$ cat config.mk
export PLATFORM = sky130hd
export DESIGN_NAME = mul_unit
export DESIGN_NICKNAME = d
export VERILOG_FILES = /design/src/rtl/mul_pkg.sv /design/src/rtl/mul_opsel.sv /design/src/rtl/mul_core.sv /design/src/rtl/mul_wrback.sv /design/src/rtl/mul_unit.sv
export SDC_FILE = /design/constraint.sdc
export NUM_CORES = 2
export LEC_CHECK = 0
export ABC_AREA = 1
export BUFFER_PORTS_ARGS = -buffer_cell sky130_fd_sc_hd__buf_2
export CAP_MARGIN = 40
export CELL_PAD_IN_SITES_DETAIL_PLACEMENT = 1
export CELL_PAD_IN_SITES_GLOBAL_PLACEMENT = 1
export CORE_MARGIN = 2
export CORE_UTILIZATION = 54
export CTS_CLUSTER_DIAMETER = 100
export DETAILED_ROUTE_END_ITERATION = 10
export PLACE_DENSITY_LB_ADDON = 0.12
export SLEW_MARGIN = 20
export SYNTH_ARGS = -nofsm -noshare
export SYNTH_HDL_FRONTEND = slang
export SYNTH_SLANG_ARGS = --single-unit
$ cat constraint.sdc
create_clock -name clk -period 20 [get_ports clk]
set_input_delay 0 -clock clk [delete_from_list [all_inputs] [get_ports clk]]
set_output_delay 0 -clock clk [all_outputs]
set_load 0.02 [all_outputs]
$ cat src/rtl/mul_pkg.sv
package mul_pkg;

   typedef enum logic [2:0] {
      MOP_FULL_REG   = 3'd0,
      MOP_FULL_IMM   = 3'd1,
      MOP_HALF_REG   = 3'd2,
      MOP_HALF_IMM5  = 3'd3,
      MOP_HALF_IMM16 = 3'd4
   } mop_e;

   function automatic logic mop_is_full(input logic [2:0] code);
      return (code == MOP_FULL_REG) || (code == MOP_FULL_IMM);
   endfunction

endpackage

$ cat src/rtl/mul_opsel.sv
module mul_opsel
   import mul_pkg::*;
#(
   parameter int DW     = 32,
   parameter int HW     = 16,
   parameter int IMM_LO = 5,
   parameter int IMM_HI = 4
) (
   input  logic [2:0]        op,
   input  logic              uns,
   input  logic [DW-1:0]     opa,
   input  logic [DW-1:0]     opb,
   input  logic [IMM_LO-1:0] imm_lo,
   input  logic [IMM_HI-1:0] imm_hi,
   input  logic [HW-1:0]     imm16,
   output logic [DW:0]       fac_x,
   output logic [DW:0]       fac_y
);
   localparam int IW = IMM_LO + IMM_HI;

   logic [IW-1:0] imm_wide;
   logic [DW:0]   full_a, full_b, half_a, half_b, wide_imm_x, short_imm_x, imm16_x;

   assign imm_wide    = {imm_hi, imm_lo};
   assign full_a      = {~uns & opa[DW-1], opa};
   assign full_b      = {~uns & opb[DW-1], opb};
   assign half_a      = {{(DW+1-HW){opa[HW-1]}}, opa[HW-1:0]};
   assign half_b      = {{(DW+1-HW){opb[HW-1]}}, opb[HW-1:0]};
   assign wide_imm_x  = {{(DW+1-IW){~uns & imm_wide[IW-1]}}, imm_wide};
   assign short_imm_x = {{(DW+1-IMM_LO){imm_lo[IMM_LO-1]}}, imm_lo};
   assign imm16_x     = {{(DW+1-HW){imm16[HW-1]}}, imm16};

   always_comb begin
      unique case (mop_e'(op))
         MOP_FULL_IMM:   begin fac_x = full_b; fac_y = wide_imm_x;  end
         MOP_HALF_REG:   begin fac_x = half_b; fac_y = half_a;      end
         MOP_HALF_IMM5:  begin fac_x = half_b; fac_y = short_imm_x; end
         MOP_HALF_IMM16: begin fac_x = half_a; fac_y = imm16_x;     end
         default:        begin fac_x = full_b; fac_y = full_a;      end
      endcase
   end

endmodule

$ cat src/rtl/mul_core.sv
module mul_core #(
   parameter int DW           = 32,
   parameter int SBW          = 11,
   parameter bit REG_OPERANDS = 1'b1
) (
   input  logic            clk,
   input  logic            rst_n,
   input  logic            in_vld,
   input  logic [DW:0]     fac_x,
   input  logic [DW:0]     fac_y,
   input  logic [SBW-1:0]  sb_in,
   output logic            mid_vld,
   output logic            out_vld,
   output logic [2*DW-1:0] prod,
   output logic [SBW-1:0]  sb_out
);
   localparam int PW = 2 * DW;

   logic [SBW-1:0] sb_mid;

   always_ff @(posedge clk or negedge rst_n) begin
      if (!rst_n) begin
         mid_vld <= 1'b0;
         out_vld <= 1'b0;
      end else begin
         mid_vld <= in_vld;
         out_vld <= mid_vld;
      end
   end

   always_ff @(posedge clk) begin
      sb_mid <= sb_in;
      sb_out <= sb_mid;
   end

   generate
      if (REG_OPERANDS) begin : g_opreg
         logic [DW:0]          x_q, y_q;
         logic signed [PW-1:0] x_w, y_w;
         assign x_w = {{(DW-1){x_q[DW]}}, x_q};
         assign y_w = {{(DW-1){y_q[DW]}}, y_q};
         always_ff @(posedge clk) begin
            x_q  <= fac_x;
            y_q  <= fac_y;
            prod <= x_w * y_w;
         end
      end else begin : g_prodreg
         logic signed [PW-1:0] x_w, y_w;
         logic [PW-1:0]        p_q;
         assign x_w = {{(DW-1){fac_x[DW]}}, fac_x};
         assign y_w = {{(DW-1){fac_y[DW]}}, fac_y};
         always_ff @(posedge clk) begin
            p_q  <= x_w * y_w;
            prod <= p_q;
         end
      end
   endgenerate

endmodule

$ cat src/rtl/mul_wrback.sv
module mul_wrback #(
   parameter int DW = 32,
   parameter int RW = 5
) (
   input  logic            vld,
   input  logic            is_full,
   input  logic [RW-1:0]   hi_dst,
   input  logic [RW-1:0]   lo_dst,
   input  logic [2*DW-1:0] prod,
   output logic            wa_we,
   output logic [RW-1:0]   wa_idx,
   output logic [DW-1:0]   wa_data,
   output logic            wb_we,
   output logic [RW-1:0]   wb_idx,
   output logic [DW-1:0]   wb_data
);
   assign wa_we   = vld;
   assign wa_idx  = is_full ? hi_dst : lo_dst;
   assign wa_data = is_full ? prod[2*DW-1:DW] : prod[DW-1:0];
   assign wb_we   = vld & is_full & (hi_dst != lo_dst);
   assign wb_idx  = lo_dst;
   assign wb_data = prod[DW-1:0];
endmodule

$ cat src/rtl/mul_unit.sv
module mul_unit
   import mul_pkg::*;
#(
   parameter int DW           = 32,
   parameter int HW           = 16,
   parameter int IMM_LO       = 5,
   parameter int IMM_HI       = 4,
   parameter int RW           = 5,
   parameter bit REG_OPERANDS = 1'b1
) (
   input  logic              clk,
   input  logic              rst_n,
   input  logic              start,
   input  logic [2:0]        op,
   input  logic              uns,
   input  logic [DW-1:0]     opa,
   input  logic [DW-1:0]     opb,
   input  logic [IMM_LO-1:0] imm_lo,
   input  logic [IMM_HI-1:0] imm_hi,
   input  logic [HW-1:0]     imm16,
   input  logic [RW-1:0]     r2_idx,
   input  logic [RW-1:0]     r3_idx,
   output logic              busy,
   output logic              done,
   output logic              wa_we,
   output logic [RW-1:0]     wa_idx,
   output logic [DW-1:0]     wa_data,
   output logic              wb_we,
   output logic [RW-1:0]     wb_idx,
   output logic [DW-1:0]     wb_data
);
   localparam int SBW = 1 + 2 * RW;

   if (DW != 2 * HW) begin : g_bad_half
      $error("mul_unit: DW must be twice HW");
   end
   if (IMM_LO + IMM_HI >= DW || IMM_LO >= HW) begin : g_bad_imm
      $error("mul_unit: immediate fields too wide");
   end

   logic [DW:0]     fac_x, fac_y;
   logic            accept;
   logic [SBW-1:0]  sb_in, sb_out;
   logic [2*DW-1:0] prod;

   assign accept = start & ~busy;
   assign sb_in  = {mop_is_full(op), r3_idx, r2_idx};

   mul_opsel #(.DW(DW), .HW(HW), .IMM_LO(IMM_LO), .IMM_HI(IMM_HI)) u_opsel (
      .op(op), .uns(uns), .opa(opa), .opb(opb),
      .imm_lo(imm_lo), .imm_hi(imm_hi), .imm16(imm16),
      .fac_x(fac_x), .fac_y(fac_y)
   );

   mul_core #(.DW(DW), .SBW(SBW), .REG_OPERANDS(REG_OPERANDS)) u_core (
      .clk(clk), .rst_n(rst_n), .in_vld(accept),
      .fac_x(fac_x), .fac_y(fac_y), .sb_in(sb_in),
      .mid_vld(busy), .out_vld(done), .prod(prod), .sb_out(sb_out)
   );

   mul_wrback #(.DW(DW), .RW(RW)) u_wrback (
      .vld(done), .is_full(sb_out[SBW-1]),
      .hi_dst(sb_out[2*RW-1:RW]), .lo_dst(sb_out[RW-1:0]), .prod(prod),
      .wa_we(wa_we), .wa_idx(wa_idx), .wa_data(wa_data),
      .wb_we(wb_we), .wb_idx(wb_idx), .wb_data(wb_data)
   );

endmodule

==> flow_summary.json <==
{
  "status": "complete, no violations",
  "ys_seq_area_frac": 0.0684,
  "r2r_slack_ns": 11.36,
  "fin_setup_tns_ns": 0,
  "grt_pass1_vias": 43300,
  "ant_nets": 0,
  "cts-root-buf": "clkbuf_16",
  "avgSynthCellArea_sq_um": 8.00,
  "ys_types": 42,
  "holdPathEnd": "u_core.sb_mid[8]$_DFF_P_",
  "ys_async_sr_fraction": 0.0130,
  "dieArea_sq_um": 86100,
  "wirelength_um": 165000,
  "viasPerCell": 5.44,
  "wire_per_inst_um": 24.1,
  "synth_area_sq_um": 45200,
  "core-area_sq_um": 83300,
  "yosys_warnings": 0,
  "fin_crit_sh": 0.432,
  "cts_setup_buffers": 0,
  "io_buffers": 183,
  "cp_data_required_time_ns": 20.43,
  "hp-class": "in -> reg",
  "gr-usage-all-layers": 0.395,
  "clk_latency_ns": 0.53,
  "worst_pin_slew_ns": 0.900,
  "r2r-end": "u_core.prod[57]$_DFF_P_",
  "min_from": "r3_idx[3]",
  "syn_to_final_growth_pct": 7.86,
  "clock_skew_ns": 0.0195,
  "relSlewSlack": 0.400,
  "nets": 7178,
  "grt_setup_unrepaired": "no",
  "arrival_ns": 9.07,
  "drtPass1Iterations": 6,
  "seq_area_sq_um": 3110,
  "maxCapViolCount": 0,
  "io_pins": 184,
  "place_area_sq_um": 46800,
  "vias": 37100,
  "start_kind": "flop",
  "slew_viol_final": 0,
  "place_congestion": 0.970,
  "post_route_cells_drive_above_1_share": 0.0666,
  "clk_path_buf_depth": 2,
  "cts_max_level": 4,
  "setup_viol": 0,
  "grt-ovfl-total": 0,
  "cp_max_fo": 32,
  "r2r.worst_path.cells": 23,
  "drc_errors": 0,
  "rows": 106,
  "reg2reg_from": "u_core.g_opreg.x_q[32]$_DFF_P_",
  "num-fill-cells": 10200,
  "synthesis.nets": 7094,
  "place_inst": 6663,
  "fmax_mhz": 116,
  "clkSinkCount": 154,
  "dp_hpwl_um": 126000,
  "synthCells": 5651,
  "ys.flop_type": "dfxtp_1",
  "grt_max_degree": 36,
  "crit_type": "reg -> reg",
  "cts_inserted_buffers": 17,
  "antenna_found_initial": 3,
  "clk_pin_slew_ns": 0.09,
  "multiInputGateArea_sq_um": 34200,
  "cts_tree": "done",
  "hold_violations": 0,
  "synth_edf_count": 0,
  "ys_seq_elements": 154,
  "stdcell_count": 6830,
  "drtIter0Drc": 2635,
  "design_area_sq_um": 48800,
  "die_w_um": 293,
  "die_y_um": 293,
  "end_kind": "flop",
  "start_util": 0.543,
  "grt_pass1_wl_um": 254000,
  "whs_path_depth": 2,
  "period_needed_ns": 8.64
}
==> logic make-up (layout without fill, tap and decap cells) <==
group | count (synthesis) | count (layout) | share of synthesized area
xor gates and xnor gates | 51 | 51 | 0.00988
buffers and inverters | 2078 | 2175 | 0.176
other | 0 | 2 | 0
muxes | 35 | 35 | 0.00871
adders and majority gates | 1337 | 1337 | 0.557
and+or+nand+nor | 1825 | 1825 | 0.159
DFF | 154 | 154 | 0.0684
AOI/OAI and AO/OA | 171 | 171 | 0.0211
==> how the worst max path moves through the flow <==
stage / start / endpoint / slack (ns) / depth (start not counted)
floorplan: u_core.g_opreg.y_q[1]$_DFF_P_ / u_core.prod[56]$_DFF_P_ / 12.69 / 24
global placement: u_core.g_opreg.y_q[0]$_DFF_P_ / u_core.prod[62]$_DFF_P_ / 11.83 / 26
detailed placement: u_core.g_opreg.x_q[32]$_DFF_P_ / u_core.prod[54]$_DFF_P_ / 11.52 / 25
CTS: u_core.g_opreg.x_q[32]$_DFF_P_ / u_core.prod[54]$_DFF_P_ / 11.46 / 25
global route: u_core.g_opreg.x_q[32]$_DFF_P_ / u_core.prod[56]$_DFF_P_ / 10.90 / 23
finish: u_core.g_opreg.x_q[32]$_DFF_P_ / u_core.prod[57]$_DFF_P_ / 11.36 / 23
==> worst max-delay path: stages, from the launching register on <==
cell,delay (ns)
dfxtp_1,0.33
buf_4,0.39
nand2_1,0.15
inv_1,0.16
fa_1,0.50
fa_1,0.57
fa_1,0.89
inv_1,0.27
fa_1,1.06
inv_1,0.35
fa_1,0.55
fa_1,0.54
fa_1,0.52
inv_1,0.07
fa_1,0.48
inv_1,0.04
ha_1,0.43
nand2_1,0.16
nor2_1,0.11
inv_1,0.09
nor4_1,0.52
nand3_1,0.17
nand3_1,0.11
nand2_1,0.06
==> Yosys cell counts (9+ instances only) <==
| cell type | count | share of area |
|---|---|---|
| a21oi_1 | 84 | 0.0093 |
| buf_4 | 38 | 0.0063 |
| clkbuf_1 | 269 | 0.022 |
| dfxtp_1 | 152 | 0.067 |
| fa_1 | 1125 | 0.50 |
| ha_1 | 212 | 0.059 |
| inv_1 | 1757 | 0.15 |
| mux2_2 | 35 | 0.0087 |
| nand2_1 | 1515 | 0.13 |
| nand3_1 | 103 | 0.011 |
| nand3_2 | 10 | 0.0022 |
| nand4_1 | 15 | 0.0021 |
| nor2_1 | 137 | 0.011 |
| nor2_2 | 9 | 0.0012 |
| nor3_1 | 9 | 0.0010 |
| o21ai_0 | 45 | 0.0050 |
| o21bai_1 | 14 | 0.0023 |
| or2_2 | 9 | 0.0012 |
| xnor2_1 | 13 | 0.0025 |
| xor2_1 | 38 | 0.0074 |
==> cells in the final DEF (no fill, tap or decap), drive strengths merged <==
| cell | n |
|---|---|
| buf | 249 |
| a31oi | 2 |
| a21o | 7 |
| nor2 | 149 |
| a21boi | 2 |
| a21oi | 89 |
| xor2 | 38 |
| inv | 1768 |
| clkbuf | 17 |
| o31ai | 2 |
| o21ai | 51 |
| xnor2 | 13 |
| nand4 | 15 |
| nor3 | 10 |
| mux2 | 35 |
| nand2 | 1523 |
| fa | 1125 |
| dfxtp | 152 |
| nand3 | 113 |
| nand3b | 1 |
| nor4 | 4 |
| dlygate4sd3 | 131 |
| and2 | 1 |
| bufinv | 1 |
| diode | 2 |
| dfrtp | 2 |
| clkinvlp | 2 |
| clkinv | 7 |
| ha | 212 |
| o21a | 1 |
| o22ai | 1 |
| or2 | 9 |
| o21bai | 16 |
==> through the flow <==
step	worst slack, ns	hold slack (ns)	utilization
final	11.36	0.106	0.586
after global routing	10.90	0.104	0.586
after CTS	11.46	0.0708	0.585
after detailed placement	11.52	-0.208	0.562
after global placement	11.83	-0.215	0.559
after floorplan	12.69	-0.296	-
==> state kept, by name, summed over array words and instances (netlist names) <==
signal / cells
u_core.g_opreg.x_q: 33
u_core.g_opreg.y_q: 33
u_core.mid_vld: 1
u_core.sb_mid: 11
u_core.sb_out: 11
u_core.prod: 64
u_core.out_vld: 1
==> cell type report <==
cell class | count | share of cell area
Antenna cell | 2 | 0.000103
Clock buffer | 17 | 0.00872
Clock inverter | 15 | 0.00415
Inverter | 1763 | 0.136
Multi-Input combinational cell | 3419 | 0.701
Sequential cell | 154 | 0.0638
Tap cell | 1080 | 0.0277
Timing Repair Buffer | 380 | 0.0594
==> per-layer routing <==
| layer | part of all wire | track usage |
|---|---|---|
| met4 | 0.056 | 0.194 |
| met5 | 0 | 0 |
| met3 | 0.075 | 0.0689 |
| met1 | 0.37 | 0.473 |
| met2 | 0.50 | 0.687 |
==> timing repair <==
item / 4_1_cts / 5_1_grt
hold endpoints to repair: 80 / 0
gates resized for setup: 0 / 0
hold buffers: 131 / 0
Power is left out: the tool's default activity adds up to more than one toggle a clock period on the data nets, which glitch-free logic cannot reach.
